`config.mk`:
```
export PLATFORM = sky130hd
export DESIGN_NAME = dual_tick_pwm
export DESIGN_NICKNAME = d
export VERILOG_FILES = /design/src/rtl/tickpwm_pkg.sv /design/src/rtl/tickpwm_regs.sv /design/src/rtl/tickpwm_chan.sv /design/src/rtl/dual_tick_pwm.sv
export SDC_FILE = /design/constraint.sdc
export NUM_CORES = 1
export LEC_CHECK = 0
export CORE_UTILIZATION = 30
export DETAILED_ROUTE_END_ITERATION = 6
export PLACE_DENSITY_LB_ADDON = 0.2
export SLEW_MARGIN = 30
export SYNTH_ARGS = -nofsm -noshare
export SYNTH_HDL_FRONTEND = slang
export SYNTH_HIERARCHICAL = 1
export SYNTH_SLANG_ARGS = --single-unit
```
`constraint.sdc`:
```
create_clock -name clk -period 10.6 [get_ports clk]
set_input_delay 3.18 -clock clk [delete_from_list [all_inputs] [get_ports clk]]
set_output_delay 3.18 -clock clk [all_outputs]
set_load 0.02 [all_outputs]
```
`src/rtl/tickpwm_pkg.sv`:
```
package tickpwm_pkg;
  localparam int DATA_W = 32;
  localparam int CNT_W  = 16;
  localparam int PRE_W  = 7;
  localparam int SEL_W  = 2;
  localparam int NSRC   = 1 << SEL_W;
  localparam int NCH    = 2;

  typedef struct packed {
    logic             en;
    logic             gate;
    logic [SEL_W-1:0] sel;
    logic [PRE_W-1:0] pre;
    logic [CNT_W-1:0] hi;
    logic [CNT_W-1:0] lo;
  } chan_cfg_t;

  typedef enum logic {PH_HIGH = 1'b0, PH_LOW = 1'b1} phase_e;
endpackage

```
`src/rtl/tickpwm_regs.sv`:
```
module tickpwm_regs
  import tickpwm_pkg::*;
#(
  parameter int ADDR_W = 4
) (
  input  logic              clk,
  input  logic              rst,
  input  logic              bus_wr,
  input  logic [ADDR_W-1:0] bus_addr,
  input  logic [DATA_W-1:0] bus_wdata,
  output logic [DATA_W-1:0] bus_rdata,
  output chan_cfg_t         cfg [NCH]
);
  localparam int WORD_W    = ADDR_W - 2;
  localparam int CTRL_IDX  = NCH;
  localparam int EN_BASE   = 0;
  localparam int SEL_BASE  = 4;
  localparam int PRE_BASE  = 8;
  localparam int GATE_BASE = 15;
  localparam int STRIDE    = 8;

  function automatic logic [DATA_W-1:0] ctrl_mask_f();
    logic [DATA_W-1:0] m = '0;
    for (int c = 0; c < NCH; c++) begin
      m[EN_BASE + c] = 1'b1;
      m[SEL_BASE + SEL_W*c +: SEL_W] = '1;
      m[PRE_BASE + STRIDE*c +: PRE_W] = '1;
      m[GATE_BASE + STRIDE*c] = 1'b1;
    end
    return m;
  endfunction

  localparam logic [DATA_W-1:0] CTRL_MASK = ctrl_mask_f();

  logic [WORD_W-1:0] word;
  logic              addr_unused;
  logic [DATA_W-1:0] cnt_q [NCH];
  logic [DATA_W-1:0] ctrl_q;
  logic [DATA_W-1:0] rd_mux;

  assign word        = bus_addr[ADDR_W-1:2];
  assign addr_unused = ^bus_addr[1:0];

  always_ff @(posedge clk) begin
    if (rst) begin
      ctrl_q <= '0;
      for (int c = 0; c < NCH; c++) cnt_q[c] <= '0;
    end else if (bus_wr) begin
      for (int c = 0; c < NCH; c++)
        if (word == WORD_W'(c)) cnt_q[c] <= bus_wdata;
      if (word == WORD_W'(CTRL_IDX)) ctrl_q <= bus_wdata & CTRL_MASK;
    end
  end

  always_comb begin
    rd_mux = '0;
    for (int c = 0; c < NCH; c++)
      if (word == WORD_W'(c)) rd_mux = cnt_q[c];
    if (word == WORD_W'(CTRL_IDX)) rd_mux = ctrl_q;
  end

  always_ff @(posedge clk) begin
    if (rst) bus_rdata <= '0;
    else     bus_rdata <= rd_mux;
  end

  for (genvar c = 0; c < NCH; c++) begin : g_cfg
    assign cfg[c].en   = ctrl_q[EN_BASE + c];
    assign cfg[c].gate = ctrl_q[GATE_BASE + STRIDE*c];
    assign cfg[c].sel  = ctrl_q[SEL_BASE + SEL_W*c +: SEL_W];
    assign cfg[c].pre  = ctrl_q[PRE_BASE + STRIDE*c +: PRE_W];
    assign cfg[c].hi   = cnt_q[c][DATA_W-1 -: CNT_W];
    assign cfg[c].lo   = cnt_q[c][CNT_W-1:0];
  end

  // reading the control word never shows undefined bits
  p_rd_masked_r1: assert property (@(posedge clk) disable iff (rst)
    (word == WORD_W'(CTRL_IDX)) |=> ((bus_rdata & ~CTRL_MASK) == '0));
endmodule

```
`src/rtl/tickpwm_chan.sv`:
```
module tickpwm_chan
  import tickpwm_pkg::*;
(
  input  logic            clk,
  input  logic            rst,
  input  chan_cfg_t       cfg,
  input  logic [NSRC-1:0] src_tick,
  output logic            pwm_o
);
  phase_e           ph_q;
  logic [CNT_W-1:0] cnt_q, hi_q, lo_q;
  logic [PRE_W-1:0] pre_q;
  logic             run, tick, div_tick, phase_last, level;

  assign run      = cfg.en & cfg.gate;
  assign tick     = run & src_tick[cfg.sel];
  assign div_tick = tick & (pre_q >= cfg.pre);

  always_comb begin
    if (ph_q == PH_HIGH) begin
      phase_last = (hi_q == '0) || (cnt_q == hi_q - 1'b1);
      level      = (hi_q != '0);
    end else begin
      phase_last = (lo_q == '0) || (cnt_q == lo_q - 1'b1);
      level      = (lo_q == '0) && (hi_q != '0);
    end
  end

  always_ff @(posedge clk) begin
    if (rst) begin
      ph_q  <= PH_HIGH;
      cnt_q <= '0;
      pre_q <= '0;
      hi_q  <= '0;
      lo_q  <= '0;
      pwm_o <= 1'b0;
    end else if (!cfg.en) begin
      ph_q  <= PH_HIGH;
      cnt_q <= '0;
      pre_q <= '0;
      hi_q  <= cfg.hi;
      lo_q  <= cfg.lo;
      pwm_o <= 1'b0;
    end else begin
      pwm_o <= level;
      if (tick) pre_q <= div_tick ? '0 : pre_q + 1'b1;
      if (div_tick) begin
        if (phase_last) begin
          cnt_q <= '0;
          if (ph_q == PH_HIGH) begin
            ph_q <= PH_LOW;
          end else begin
            ph_q <= PH_HIGH;
            hi_q <= cfg.hi;
            lo_q <= cfg.lo;
          end
        end else begin
          cnt_q <= cnt_q + 1'b1;
        end
      end
    end
  end

  // the phase counter stays inside the active phase length
  p_cnt_high_r4: assert property (@(posedge clk) disable iff (rst)
    (ph_q == PH_HIGH && hi_q != '0) |-> (cnt_q < hi_q));
  p_cnt_low_r4: assert property (@(posedge clk) disable iff (rst)
    (ph_q == PH_LOW && lo_q != '0) |-> (cnt_q < lo_q));
  // a closed clock gate holds all timing state
  p_freeze_r11: assert property (@(posedge clk) disable iff (rst)
    (cfg.en && !cfg.gate) |=> ($stable(cnt_q) && $stable(pre_q) && $stable(ph_q) && $stable(pwm_o)));
  // a disabled channel is low and parked at the period start
  p_off_parked_r8: assert property (@(posedge clk) disable iff (rst)
    !cfg.en |=> (!pwm_o && cnt_q == '0 && pre_q == '0 && ph_q == PH_HIGH));
endmodule

```
`src/rtl/dual_tick_pwm.sv`:
```
module dual_tick_pwm
  import tickpwm_pkg::*;
#(
  parameter int ADDR_W = 4
) (
  input  logic              clk,
  input  logic              rst,
  input  logic              bus_wr,
  input  logic [ADDR_W-1:0] bus_addr,
  input  logic [DATA_W-1:0] bus_wdata,
  output logic [DATA_W-1:0] bus_rdata,
  input  logic [NSRC-1:0]   src_tick,
  output logic [NCH-1:0]    pwm_o
);
  chan_cfg_t cfg [NCH];

  tickpwm_regs #(.ADDR_W(ADDR_W)) u_regs (
    .clk       (clk),
    .rst       (rst),
    .bus_wr    (bus_wr),
    .bus_addr  (bus_addr),
    .bus_wdata (bus_wdata),
    .bus_rdata (bus_rdata),
    .cfg       (cfg)
  );

  for (genvar c = 0; c < NCH; c++) begin : g_ch
    tickpwm_chan u_chan (
      .clk      (clk),
      .rst      (rst),
      .cfg      (cfg[c]),
      .src_tick (src_tick),
      .pwm_o    (pwm_o[c])
    );
  end
endmodule

```
# Word-level counts from Yosys, hierarchy flattened
# Memories as Yosys holds them, arrays and structs flattened.
# Index checks and enable logic that the tools add are counted.
[word_totals]
mem_bits_rw = 64
word_cells = 116
output_inout_bits = 34
ff_bits = 168
n_memories = 1
[mem_list]
columns = ["name", "words", "word_bits", "rd", "rd_ports_with_merged_regs", "wr", "line_no", "source"]
rows = [
  ["u_regs.cnt_q", 2, 32, 2, 0, 2, "tickpwm_regs.sv:37", "logic [DATA_W-1:0] cnt_q [NCH];"],
]
[classes]
n_eq_ne = 12
bitwise_logic = 10
order_cmp = 4
n_addsub = 8
n_reduce_logical = 21
muxes = 45
[ops]
columns = ["operator", "n"]
rows = [
  ["$mux W16", 18],
  ["$mux W32", 4],
  ["$eq A16 B16 Y1", 4],
  ["$logic_not A16 Y1", 4],
  ["$sub A16 B1 Y16 const B", 4],
  ["$add A16 B1 Y16 const B", 2],
  ["$reduce_bool A16 Y1", 2],
  ["$mux W24", 1],
  ["$mux W1", 18],
  ["$add A7 B1 Y7 const B", 2],
  ["$ge A7 B7 Y1", 2],
  ["$mux W7", 2],
  ["$ne A2 B1 Y1 const B", 6],
  ["$and A1 B1 Y1", 6],
  ["$lt A2 B3 Y1 const B", 2],
  ["$reduce_and A2 Y1", 3],
  ["$reduce_and A3 Y1", 2],
  ["$reduce_or A2 Y1", 3],
  ["$bmux W1 S2", 2],
  ["$logic_or A1 B1 Y1", 4],
  ["$eq A2 B1 Y1 const B", 1],
  ["$eq A2 B2 Y1 const B", 1],
  ["$logic_and A1 B1 Y1", 2],
  ["$logic_not A2 Y1", 1],
  ["other kinds (2)", 4],
]

# Logic depth before layout (Yosys ltp)
# Gate-level depths: netlist of the first run.
[logic_depth]
ltp_word = 7
ltp_mapped = 12
depth_no_buf = 9

# Modules after synthesis
# Netlist of the first run, hierarchy kept.
[by_module_without_submodules]
columns = ["mod", "cells_per_inst", "instances", "seq_area_each_um2", "area_per_inst_um2"]
rows = [
  ["tickpwm_regs", 358, 1, 3002.9, 4370.4],
  ["tickpwm_chan (g_ch[0].u_chan)", 481, 1, 1141.1, 4174.0],
  ["tickpwm_chan (g_ch[1].u_chan)", 466, 1, 1141.1, 4149.0],
]

# Least setup slack after synthesis of the first run
# OpenSTA, ideal clock, no wires.
[synth_path]
kind = "input -> register"
from = "input bus_addr[2]"
to = "memory u_regs.cnt_q[0][0], enable pin"
cell_stages = 3
slack_ps = 5091
t_required_ps = 10172
arrival_time_ps = 5081
setup_time_ps = 428
cell_sequence = "buf_4 > clkbuf_1 > o21bai_1"
[synth_rtl]
columns = ["element", "line_no", "source"]
rows = [
  ["start, declared", "dual_tick_pwm.sv:9", "input logic [ADDR_W-1:0] bus_addr,"],
  ["end, declared", "tickpwm_regs.sv:37", ""],
]

# Worst setup path after layout of the first run
[layout_path]
from = "input src_tick[3]"
to = "register g_ch[0].u_chan.hi_q[13]"
[layout_via]
elab_chain_cells = 6
[layout_lines]
columns = ["element", "line_no", "source"]
rows = [
  ["start, declared", "dual_tick_pwm.sv:12", "input logic [NSRC-1:0] src_tick,"],
  ["$bmux W1 S2", "tickpwm_chan.sv:16", "assign tick = run & src_tick[cfg.sel];"],
  ["$mux W1 (not written as such)", "tickpwm_chan.sv:16", ""],
  ["$and A1 B1 Y1", "tickpwm_chan.sv:16", ""],
  ["$and A1 B1 Y1", "tickpwm_chan.sv:17", "assign div_tick = tick & (pre_q >= cfg.pre);"],
  ["$ne A2 B1 Y1 (no line)", "n/a", ""],
  ["$reduce_and A3 Y1 (no line)", "n/a", ""],
  ["end signal, assigned", "tickpwm_chan.sv:41", "hi_q <= cfg.hi;"],
  ["end signal, assigned", "tickpwm_chan.sv:54", "hi_q <= cfg.hi;"],
  ["end, declared", "tickpwm_chan.sv:11", "logic [CNT_W-1:0] cnt_q, hi_q, lo_q;"],
]
# Every way passes these cells. The select of a mux whose other input is x is not followed.
# A chain may end at the register's enable or synchronous reset.

==> metrics.md, run 1 <==
| Metric | Value |
|---|---|
| Setup violators final | `0` |
| Max Clock Freq | `~0.17 GHz` |
| Iter 0 DRT Violations | `623` |
| Hold Path Class | `reg2reg` |
| CP max FO | `32` |
| CTS tree | `built` |
| Leading area contributor after synthesis | `dfxtp_1` |
| RR Startpoint | `u_regs/ctrl_q[20]` |
| H-tree Lvls | `1` |
| Crit path DAT | `6280 ps` |
| Ys Warns | `6` |
| Post_cts resized | `0` |
| Die Ht | `a little over 200 microns` |
| CP Launch Type | `primary input` |
| I/O Pins | `77` |
| Leading cell type in the layout, fill and taps excluded | `dfxtp_1` |
| Root Buffer Master | `clkbuf_16` |
| Max Buffers Root-to-Sink | `3` |
| Critical path capture point type | `register` |
| Final min period | `5801 ps` |
| Mapped cell area | `12690 sq um` |
| IO buf count | `74` |
| Post-synthesis register bit count | `between 200 and 250` |
| Final Hold Vio Count | `0` |
| Layout cells sized above 1 | `0.08364` |
| Clock transition at the registers of the reported paths | `~60 ps` |
| DP HPWL | `23.76 mm` |
| Synth Area in Adders | `0.02169` |
| TritonCTS Buffers | `28` |
| GRT overflow | `0` |
| Slew HR | `0.4008` |
| Row count | `between 70 and 80` |
| Max VDD drop | `0.1199 mV` |
| Slew Limit Fails | `0` |
| Power Dens Cells | `between 100 and 150 nW/um^2` |
| Later-pin clock latency in the skew report | `around 570 ps` |
| TNS Setup | `0 ps` |
| Worst Hold End | `u_regs/ctrl_q[13]` |
| Synth top area share | `0.2650` |
| Critical R2R Capture | `g_ch[1].u_chan/hi_q[13]` |
| Starting density of the core | `0.3074` |
| Vias/cell | `~5` |
| Vias | `9501` |
| Most frequent cells in the layout | `dfxtp_1 (168), nand2b_1 (136), nand2_1 (99), mux2i_1 (82), clkdlybuf4s50_1 (71)` |
| Mux cell area share after synthesis | `0.06910` |
| Worst hold start | `u_regs/ctrl_q[13]` |
| RSZ-0062 raised after global routing | `no` |
| Placed Cells incl. Taps | `1830` |
| Final #Nets | `~1400` |
| CTS Hold Bufs | `0` |
| Area of the core | `41290 sq um` |
| Post-Syn Area per Cell | `approximately 9.7 sq um` |
| Final GP Congestion | `0.8370` |
| Asr flop ratio synth | `0` |
| Hold Crit Depth | `2` |
| Main combinational cell family by area after synthesis | `simple AND/OR/NAND/NOR gates` |
| WS Path Type | `in2reg` |
| Area Growth Syn to Fin | `14.99%` |
| Post-CTS setup buffers | `0` |
| Status | `completed` |
| Cells after synthesis | `between 1000 and 1500` |
| Leakage power | `roughly 0.0049 uW` |
| Total power | `2181 uW` |
| Synth area leaders | `dfxtp_1 (26%), edfxtp_1 (15%), nand2b_1 (6.7%)` |
| Non-Filler Instances | `approximately 1900` |
| Max cap viols | `0` |
| DRC Markers | `0` |
| Post-Synth XOR/XNOR Area | `0.07728` |
| Worst-margin pin slew | `around 900 ps` |
| Vias in the first global route | `slightly above 9000` |
| Drt total wl | `roughly 34 mm` |
| Die W | `between 200 and 250 microns` |
| Largest net degree at the start of global routing | `99` |
| First-pass DRT Iterations | `5` |
| GRT Total Usage | `0.1588` |
| CTS Sinks | `232` |
| Syn_nets | `roughly 1400` |
| Post-synthesis sequential area ratio | `0.4164` |
| Primary FF master, synth | `dfxtp_1` |
| Final ANT Viol Nets | `0` |
| First-pass GRT wire length | `around 54 mm` |
| WP data required | `11070 ps` |
| Distinct cells, synth | `94` |
| Number of synthesized flops with an enable pin | `between 60 and 70` |
| Post-Synth Simple-Gate Area | `0.2423` |
| R2r setup slk | `between 7000 and 8000 ps` |
| R2R depth | `10` |
| Compound-Gate Fraction of Synth Area | `0.1246` |
| Wire per inst | `18.22 microns` |
| Final Cycle Share | `0.5473` |
| Die footprint | `around 43000 sq um` |
| Final Skew | `~30 ps` |
| Fill count | `4250` |
| Initial antenna violation count | `0` |
## worst max-delay path, cell delays in order
cell	delay (ps)
clkdlybuf4s50_1	430
mux4_2	490
and3_1	300
o21ai_0	330
nor2_1	240
and4_1	270
a211oi_4	220
buf_4	510
mux2i_1	250
## metrics by stage
step | cell area, sq um | setup slack [ps] | hold slack, ps | util
6_report | 14600 | 4799 | 476.9 | 0.3535
5_1_grt | 14590 | 4643 | 493.2 | 0.3534
4_1_cts | 14550 | 4845 | 478.9 | 0.3523
3_5_place_dp | 13690 | 4281 | 470.3 | 0.3316
3_3_place_gp | 13670 | 4334 | 463.4 | 0.3311
2_1_floorplan | 12690 | 5091 | 445.7 | -
## registers in the layout, indices dropped and copies added, names as in the netlist
name               flops
u_regs/bus_rdata      32
g_ch.u_chan/ph_q       2
u_regs/cnt_q          64
g_ch.u_chan/lo_q      32
g_ch.u_chan/pre_q     14
g_ch.u_chan/cnt_q     32
g_ch.u_chan/hi_q      32
g_ch.u_chan/pwm_o      2
u_regs/ctrl_q         22
## area by class of cell
cell class	count	area, sq um	share of cell area
antenna	1	2.502	0.0001714
clock buffer	42	793.3	0.05435
clock inverter	10	61.31	0.004200
inverter	33	123.9	0.008486
multi-input combinational	951	6849	0.4692
sequential	232	5285	0.3621
tap	532	665.6	0.04560
timing repair buffer	83	815.8	0.05589
## power by group
group,switching (uW),internal [uW],total [uW]
clock network,379,515,893
registers,53.8,961,1010
logic,150,123,273
## kinds of logic after synthesis
family / Yosys count
flip-flops: 232
AO/OA/AOI/OAI: 204
adder cells (fa/ha/maj): 22
multiplexers: 85
AND/OR/NAND/NOR: 528
XOR/XNOR: 112
buffers and inverters: 122
## Yosys cell counts, drive strengths merged, types with 20 or more instances
master  count
and2       36
a21oi      36
nor2b      27
nor3       30
buf        42
ha         22
nand3      22
o21ai      20
nor2       59
xor2       58
edfxtp     64
nand4      22
clkbuf     47
dfxtp     168
mux2i      82
a211oi     81
inv        33
nand2b    136
nand2      99
xnor2      54
## worst max-delay path by stage
| stage | startpoint | to | slack [ps] | depth (start not counted) |
|---|---|---|---|---|
| after floorplan | bus_addr[2] | u_regs/cnt_q[0][0] | 5090 | 3 |
| after global placement | src_tick[1] | g_ch[0].u_chan/cnt_q[6] | 4330 | 8 |
| after detailed placement | src_tick[3] | g_ch[0].u_chan/lo_q[0] | 4280 | 9 |
| after CTS | src_tick[3] | g_ch[0].u_chan/hi_q[13] | 4850 | 9 |
| after global routing | src_tick[3] | g_ch[0].u_chan/hi_q[9] | 4640 | 9 |
| final | src_tick[3] | g_ch[0].u_chan/hi_q[13] | 4800 | 9 |
## routing by layer
metal,track usage,share of wire
met1,0.2352,0.51
met2,0.2392,0.42
met3,0.02436,0.046
met4,0.03857,0.020
met5,0,0
(Power assumes the default switching activity.)
==> run 2, diff against run 1 <==
==> constraint.sdc (replaced) <==
create_clock -name clk -period 4.99 [get_ports clk]
set_input_delay 1.497 -clock clk [delete_from_list [all_inputs] [get_ports clk]]
set_output_delay 1.497 -clock clk [all_outputs]
set_load 0.02 [all_outputs]
==> run 2 against run 1 <==
Net effect: worst setup slack lost 3600 ps; critical endpoint is now g_ch[0].u_chan/hi_q[8]; register-to-register slack got worse by 5500 ps; largest cell class unchanged; first-iteration DRC count fell by 5.3%; critical path depth unchanged; die area unchanged; hold slack lost 3.4 ps; sequential power is 110% higher; combinational power grew 110%; global-route usage about the same; non-clock buffer count up 7.
==> metrics.md, run 2 (synthesized netlist as in run 1, its figures left out) <==
| Metric | Value |
|---|---|
| Status | `completed` |
| Top reg by flops | `u_regs/cnt_q` |
| Slew Limit Fails | `0 (unchanged)` |
| Post_cts resized | `0 (unchanged)` |
| Final ANT Viol Nets | `0 (unchanged)` |
| IO buf count | `74 (unchanged)` |
| Root Buffer Master | `clkbuf_16` |
| Setup violators final | `0 (unchanged)` |
| Die footprint | `43140 sq um (unchanged)` |
| Clock transition at the registers of the reported paths | `70 ps (about the same)` |
| Die Ht | `207.7 microns (unchanged)` |
| First-pass DRT Iterations | `5 (unchanged)` |
| Layout cells sized above 1 | `0.09191 (+0.008270)` |
| Area Growth Syn to Fin | `16.16%` |
| Wire per inst | `18.27 microns (+0.28%)` |
| Slew HR | `0.3813 (-0.01951)` |
| Final #Nets | `1402 (+0.57%)` |
| Initial antenna violation count | `1 (+1)` |
| Worst hold start | `u_regs/ctrl_q[23]` |
| I/O Pins | `77 (unchanged)` |
| Drt total wl | `34.58 mm (+0.76%)` |
| RR Startpoint | `g_ch[0].u_chan/lo_q[2]` |
| Final min period | `between 3000 and 4000 ps` |
| CP max FO | `32 (unchanged)` |
| Final GP Congestion | `0.8531 (+1.9%)` |
| Crit path DAT | `4240 ps (-2040 ps)` |
| DRC Markers | `0 (unchanged)` |
| Vias in the first global route | `9306 (+1.8%)` |
| CTS tree | `built` |
| Final Cycle Share | `0.7509` |
| Final Skew | `35.03 ps (+5.633 ps)` |
| Die W | `207.7 microns (unchanged)` |
| R2R depth | `7 (-3)` |
| Hold Path Class | `reg2reg` |
| Iter 0 DRT Violations | `590 (-5.3%)` |
| Critical path capture point type | `register` |
| Fill count | `4172 (-1.8%)` |
| Vias | `9565 (+0.67%)` |
| R2r setup slk | `1670 ps (-5460 ps)` |
| Largest net degree at the start of global routing | `72 (-27%)` |
| First-pass GRT wire length | `54.20 mm (+0.44%)` |
| CTS Sinks | `232 (unchanged)` |
| Vias/cell | `5.053 (+0.19%)` |
| Most frequent cells in the layout | `dfxtp_1 (168), nand2b_1 (136), nand2_1 (99), mux2i_1 (82), clkdlybuf4s50_1 (71)` |
| WP data required | `5480 ps (-5590 ps)` |
| Later-pin clock latency in the skew report | `590 ps (+20 ps)` |
| Max VDD drop | `0.2359 mV (+97%)` |
| Max Buffers Root-to-Sink | `3 (unchanged)` |
| Area of the core | `41290 sq um (unchanged)` |
| Worst Hold End | `u_regs/ctrl_q[23]` |
| TNS Setup | `0 ps (unchanged)` |
| Util after Layout | `0.3570 (+0.003576)` |
| Hold Crit Depth | `2 (unchanged)` |
| GRT overflow | `0 (unchanged)` |
| H-tree Lvls | `1 (unchanged)` |
| DP HPWL | `24.19 mm (+1.8%)` |
| Max cap viols | `0 (unchanged)` |
| Max Clock Freq | `0.2669 GHz` |
| TritonCTS Buffers | `29 (+3.6%)` |
| Worst-margin pin slew | `919.5 ps (+22.92 ps)` |
| GRT Total Usage | `0.1587 (-0.0001751)` |
| Leakage power | `0.004995 uW (+1.7%)` |
| Starting density of the core | `0.3074 (unchanged)` |
| CP Launch Type | `primary input` |
| RSZ-0062 raised after global routing | `no` |
| Leading cell type in the layout, fill and taps excluded | `dfxtp_1` |
| Flip-flop count of the largest register after layout | `64 (unchanged)` |
| Final Hold Vio Count | `0 (unchanged)` |
| WS Path Type | `in2reg` |
| Row count | `74 (unchanged)` |
| CTS Hold Bufs | `0 (unchanged)` |
| Post-CTS setup buffers | `0 (unchanged)` |
| Critical R2R Capture | `g_ch[0].u_chan/cnt_q[10]` |
| Power Dens Cells | `332.5 nW/um^2 (+120%)` |
==> run 2: changes by cell type in the layout (fill, tap and decap cells not counted), sizes merged <==
cell      change
clkbuf        -3
clkinv        -2
inv           +1
buf           +7
clkinvlp      +3
bufinv        +3
==> run 2: through the flow <==
stage	cell area [sq um]	instances	hold WS [ps]	worst slack (ps)	total power (uW)
finish	14740	1893	473.5	1243	4902
CTS	14740	1892	475.6	1261	4966
floorplan	12690	1305	445.7	1164	2572
global route	14740	1892	504.4	1102	5108
global placement	13740	1838	462.2	725.6	2764
detailed placement	13750	1838	466.2	665.7	2774
==> run 2: where the power goes <==
part,internal [uW],switching [uW]
clock network,1300,865
logic,262,319
registers,2040,113
total,3600,1300
==> run 2: worst max path at each step <==
| stage | start | to | slack, ps |
|---|---|---|---|
| floorplan | bus_addr[2] | u_regs/cnt_q[0][0] | 1160 |
| global placement | src_tick[3] | g_ch[0].u_chan/hi_q[13] | 730 |
| detailed placement | src_tick[3] | g_ch[0].u_chan/lo_q[4] | 670 |
| CTS | src_tick[3] | g_ch[0].u_chan/hi_q[15] | 1260 |
| global route | src_tick[3] | g_ch[0].u_chan/hi_q[15] | 1100 |
| finish | src_tick[3] | g_ch[0].u_chan/hi_q[8] | 1240 |
==> run 2: area by class of cell <==
cell class	instances	area [sq um]	area share
Antenna cell	1	2.502	0.0001697
Clock buffer	39	813.3	0.05516
Clock inverter	15	177.7	0.01205
Inverter	33	123.9	0.008401
Multi-Input combinational cell	951	6815	0.4622
Sequential cell	232	5285	0.3585
Tap cell	532	665.6	0.04515
Timing Repair Buffer	90	860.8	0.05838
==> run 2: metal layers <==
layer  GRT usage  vias to the layer above  part of all wire  wire length, microns
li1            -                     4707                 -                     -
met1      0.2245                     4578              0.50                 17140
met2      0.2449                      229              0.43                 14790
met3     0.02738                       51             0.050                  1740
met4     0.04879                        0             0.026                   911
met5           0                        -                 0                     0
==> run 2: worst max-delay path, stage by stage <==
cell and delay [ps]:
clkdlybuf4s50_1 410, mux4_2 470, and3_1 290, o21ai_0 280, nor2_1 220, and4_1 260
a211oi_4 280, buf_12 280, mux2i_1 220
==> run 3, diff against run 2 <==
==> constraint.sdc (replaced) <==
create_clock -name clk -period 3.4 [get_ports clk]
set_input_delay 1.02 -clock clk [delete_from_list [all_inputs] [get_ports clk]]
set_output_delay 1.02 -clock clk [all_outputs]
set_load 0.02 [all_outputs]
==> run 3 against run 2 <==
Net effect: clock-buffer cell count shrank 5; critical path depth is the same; sequential cell count is the same; final area grew 1.6%; worst setup slack lost 1000 ps; largest power group unchanged.
==> metrics.md, run 3 (synthesized netlist as in run 1, its figures left out) <==
| Metric | Value |
|---|---|
| Status | `completed` |
| Leakage power | `0.005145 uW (+3.0%)` |
| Final GP Congestion | `0.8341 (-2.2%)` |
| Max stage delay on crit path | `600 ps (+130 ps)` |
| Final min period | `approximately 3200 ps` |
| CTS Sinks | `232 (unchanged)` |
| Pint | `5324 uW (+48%)` |
| Slew HR | `0.4870 (+0.1057)` |
| Critical path capture point type | `register` |
| Top reg by flops | `u_regs/cnt_q` |
| Most frequent cells in the layout | `dfxtp_1 (168), nand2b_1 (136), nand2_1 (99), mux2i_1 (82), clkdlybuf4s50_1 (71)` |
| DP HPWL | `25.11 mm (+3.8%)` |
| Leading cell type in the layout, fill and taps excluded | `dfxtp_1` |
| IO buf count | `74 (unchanged)` |
| Area Growth Syn to Fin | `18.05%` |
| Die Ht | `207.7 microns (unchanged)` |
| Crit path buf inv count | `1 (-1)` |
| CP Launch Type | `register` |
| Wire per inst | `18.16 microns (-0.57%)` |
| CTS Hold Bufs | `0 (unchanged)` |
| Crit path DAT | `3600 ps (-640 ps)` |
| Met3 usage | `0.02602 (-0.001362)` |
| Initial antenna violation count | `0 (-1)` |
| Met1 usage | `0.2273 (+0.002828)` |
| GRT Total Usage | `0.1594 (+0.0007505)` |
| Die W | `207.7 microns (unchanged)` |
| Area of the core | `41290 sq um (unchanged)` |
| DRC Markers | `0 (unchanged)` |
| Post-CTS setup buffers | `0 (unchanged)` |
| I/O Pins | `77 (unchanged)` |
| Final ANT Viol Nets | `0 (unchanged)` |
| Starting density of the core | `0.3074 (unchanged)` |
| WP data required | `3810 ps (-1670 ps)` |
| Later-pin clock latency in the skew report | `580 ps (about the same)` |
| Ant. Diodes | `0 (-1)` |
| Root Buffer Master | `clkbuf_16` |
| Clock transition at the registers of the reported paths | `60 ps (about the same)` |
| Final Hold Vio Count | `0 (unchanged)` |
| Crit path cell chain | `inv_1 -> ha_1 -> or4b_1 -> a2111oi_0 -> o32ai_1 -> nor4_1 -> o2111ai_1 -> a22oi_4 -> a2111oi_0` |
| GRT busiest layer | `met2` |
| Drt total wl | `34.82 mm (+0.69%)` |
| Vias in the first global route | `9361 (+0.59%)` |
| Layout cells sized above 1 | `0.1069 (+0.01495)` |
| First-pass GRT wire length | `54.38 mm (+0.33%)` |
| First-pass DRT Iterations | `5 (unchanged)` |
| Final #Nets | `1428 (+1.9%)` |
| Iter 0 DRT Violations | `503 (-15%)` |
| Final Cycle Share | `0.9407` |
| Net Sw Frac | `0.2620 (-0.002596)` |
| Max Clock Freq | `0.3127 GHz` |
| Max cap viols | `0 (unchanged)` |
| Worst-margin pin slew | `758.7 ps (-160.8 ps)` |
| Row count | `74 (unchanged)` |
| Comb power frac | `0.121 (+0.002)` |
| CP delay by family, top | `compound AO/OA/AOI/OAI gates` |
| Post_cts resized | `0 (unchanged)` |
| Net Switching | `1890 uW (+46%)` |
| Flip-flop count of the largest register after layout | `64 (unchanged)` |
| Vias/cell | `5.009 (-0.86%)` |
| Clock power frac | `0.441 (about the same)` |
| Vias | `9603 (+0.40%)` |
| Power Dens Cells | `481.4 nW/um^2 (+45%)` |
| Cell mode on critical path | `a2111oi_0` |
| Die footprint | `43140 sq um (unchanged)` |
| WS Path Type | `reg2reg` |
| Sequential power share | `0.438 (about the same)` |
| H-tree Lvls | `1 (unchanged)` |
| CTS tree | `built` |
| GRT overflow | `0 (unchanged)` |
| Setup violators final | `0 (unchanged)` |
| Max Buffers Root-to-Sink | `3 (unchanged)` |
| Final Skew | `26.29 ps (-8.744 ps)` |
| Util after Layout | `0.3629 (+0.005817)` |
| CP max FO | `17 (-47%)` |
| Place WS | `-158.1 ps (-823.8 ps)` |
| Slew Limit Fails | `0 (unchanged)` |
| Largest net degree at the start of global routing | `44 (-39%)` |
| TritonCTS Buffers | `28 (-3.4%)` |
| RSZ-0062 raised after global routing | `no` |
| Slowest cell on crit path | `or4b_1` |
| Hold Path Class | `reg2reg` |
| PnR worst setup slack | `201.6 ps (-1042 ps)` |
| Grt met2 use | `0.2509 (+0.006037)` |
| Max VDD drop | `0.4186 mV (+77%)` |
-- run 3: cell types whose count changed in the layout (fill, tap and decap cells not counted), moves of 2 or more --
cell,change
clkbuf_8,-4
bufinv_16,+2
buf_12,+4
buf_4,+23
clkinvlp_4,-2
-- run 3: path summary, 6_finish.rpt --
check	slack [ps]	cells after the start	start	end
setup / recovery	200	9	g_ch[0].u_chan/hi_q[0]	g_ch[0].u_chan/cnt_q[10]
hold reg to reg	480	2	u_regs/ctrl_q[17]	u_regs/ctrl_q[17]
hold / removal	480	2	u_regs/ctrl_q[17]	u_regs/ctrl_q[17]
setup reg to reg	200	9	g_ch[0].u_chan/hi_q[0]	g_ch[0].u_chan/cnt_q[10]
-- run 3: worst register-to-register path, delay by kind of cell (launching register included) --
kind,cells,cell delay [ps]
AO/OA/AOI/OAI,5,1540
AND/OR/NAND/NOR,2,840
flip-flops,1,310
adder cells (fa/ha/maj),1,270
buffers and inverters,1,50
-- run 3: power by group through the flow --
stage | registers (uW) | clock network [uW] | logic [uW]
floorplan | 3180 | 0 | 597
global placement | 3210 | 0 | 864
detailed placement | 3220 | 0 | 874
CTS | 3160 | 3260 | 880
global route | 3180 | 3390 | 962
finish | 3160 | 3180 | 875
-- run 3: cell type report --
type / count / area (sq um)
Clock buffer: 34 / 733.2
Clock inverter: 18 / 250.2
Fill cell: 4213 / 26310
Inverter: 33 / 123.9
Multi-Input combinational cell: 951 / 6813
Sequential cell: 232 / 5285
Tap cell: 532 / 665.6
Timing Repair Buffer: 117 / 1114
-- run 3: stage by stage --
stage | hold WS (ps) | setup TNS (ps) | total power, uW | std cells | instance area [sq um]
finish | 478.1 | 0 | 7214 | 1917 | 14980
global route | 496.8 | 0 | 7527 | 1917 | 14980
CTS | 477.8 | 0 | 7301 | 1917 | 14980
detailed placement | 469.1 | -4146 | 4091 | 1865 | 14000
global placement | 462.0 | -3710 | 4079 | 1865 | 13990
floorplan | 445.7 | 0 | 3774 | 1305 | 12690
-- run 3: layer usage --
metal  vias to the layer above  wire length (microns)
met2                       191                  15300
met5                         -                      0
met1                      4620                  17400
met4                         0                    591
met3                        31                   1535
li1                       4761                      -
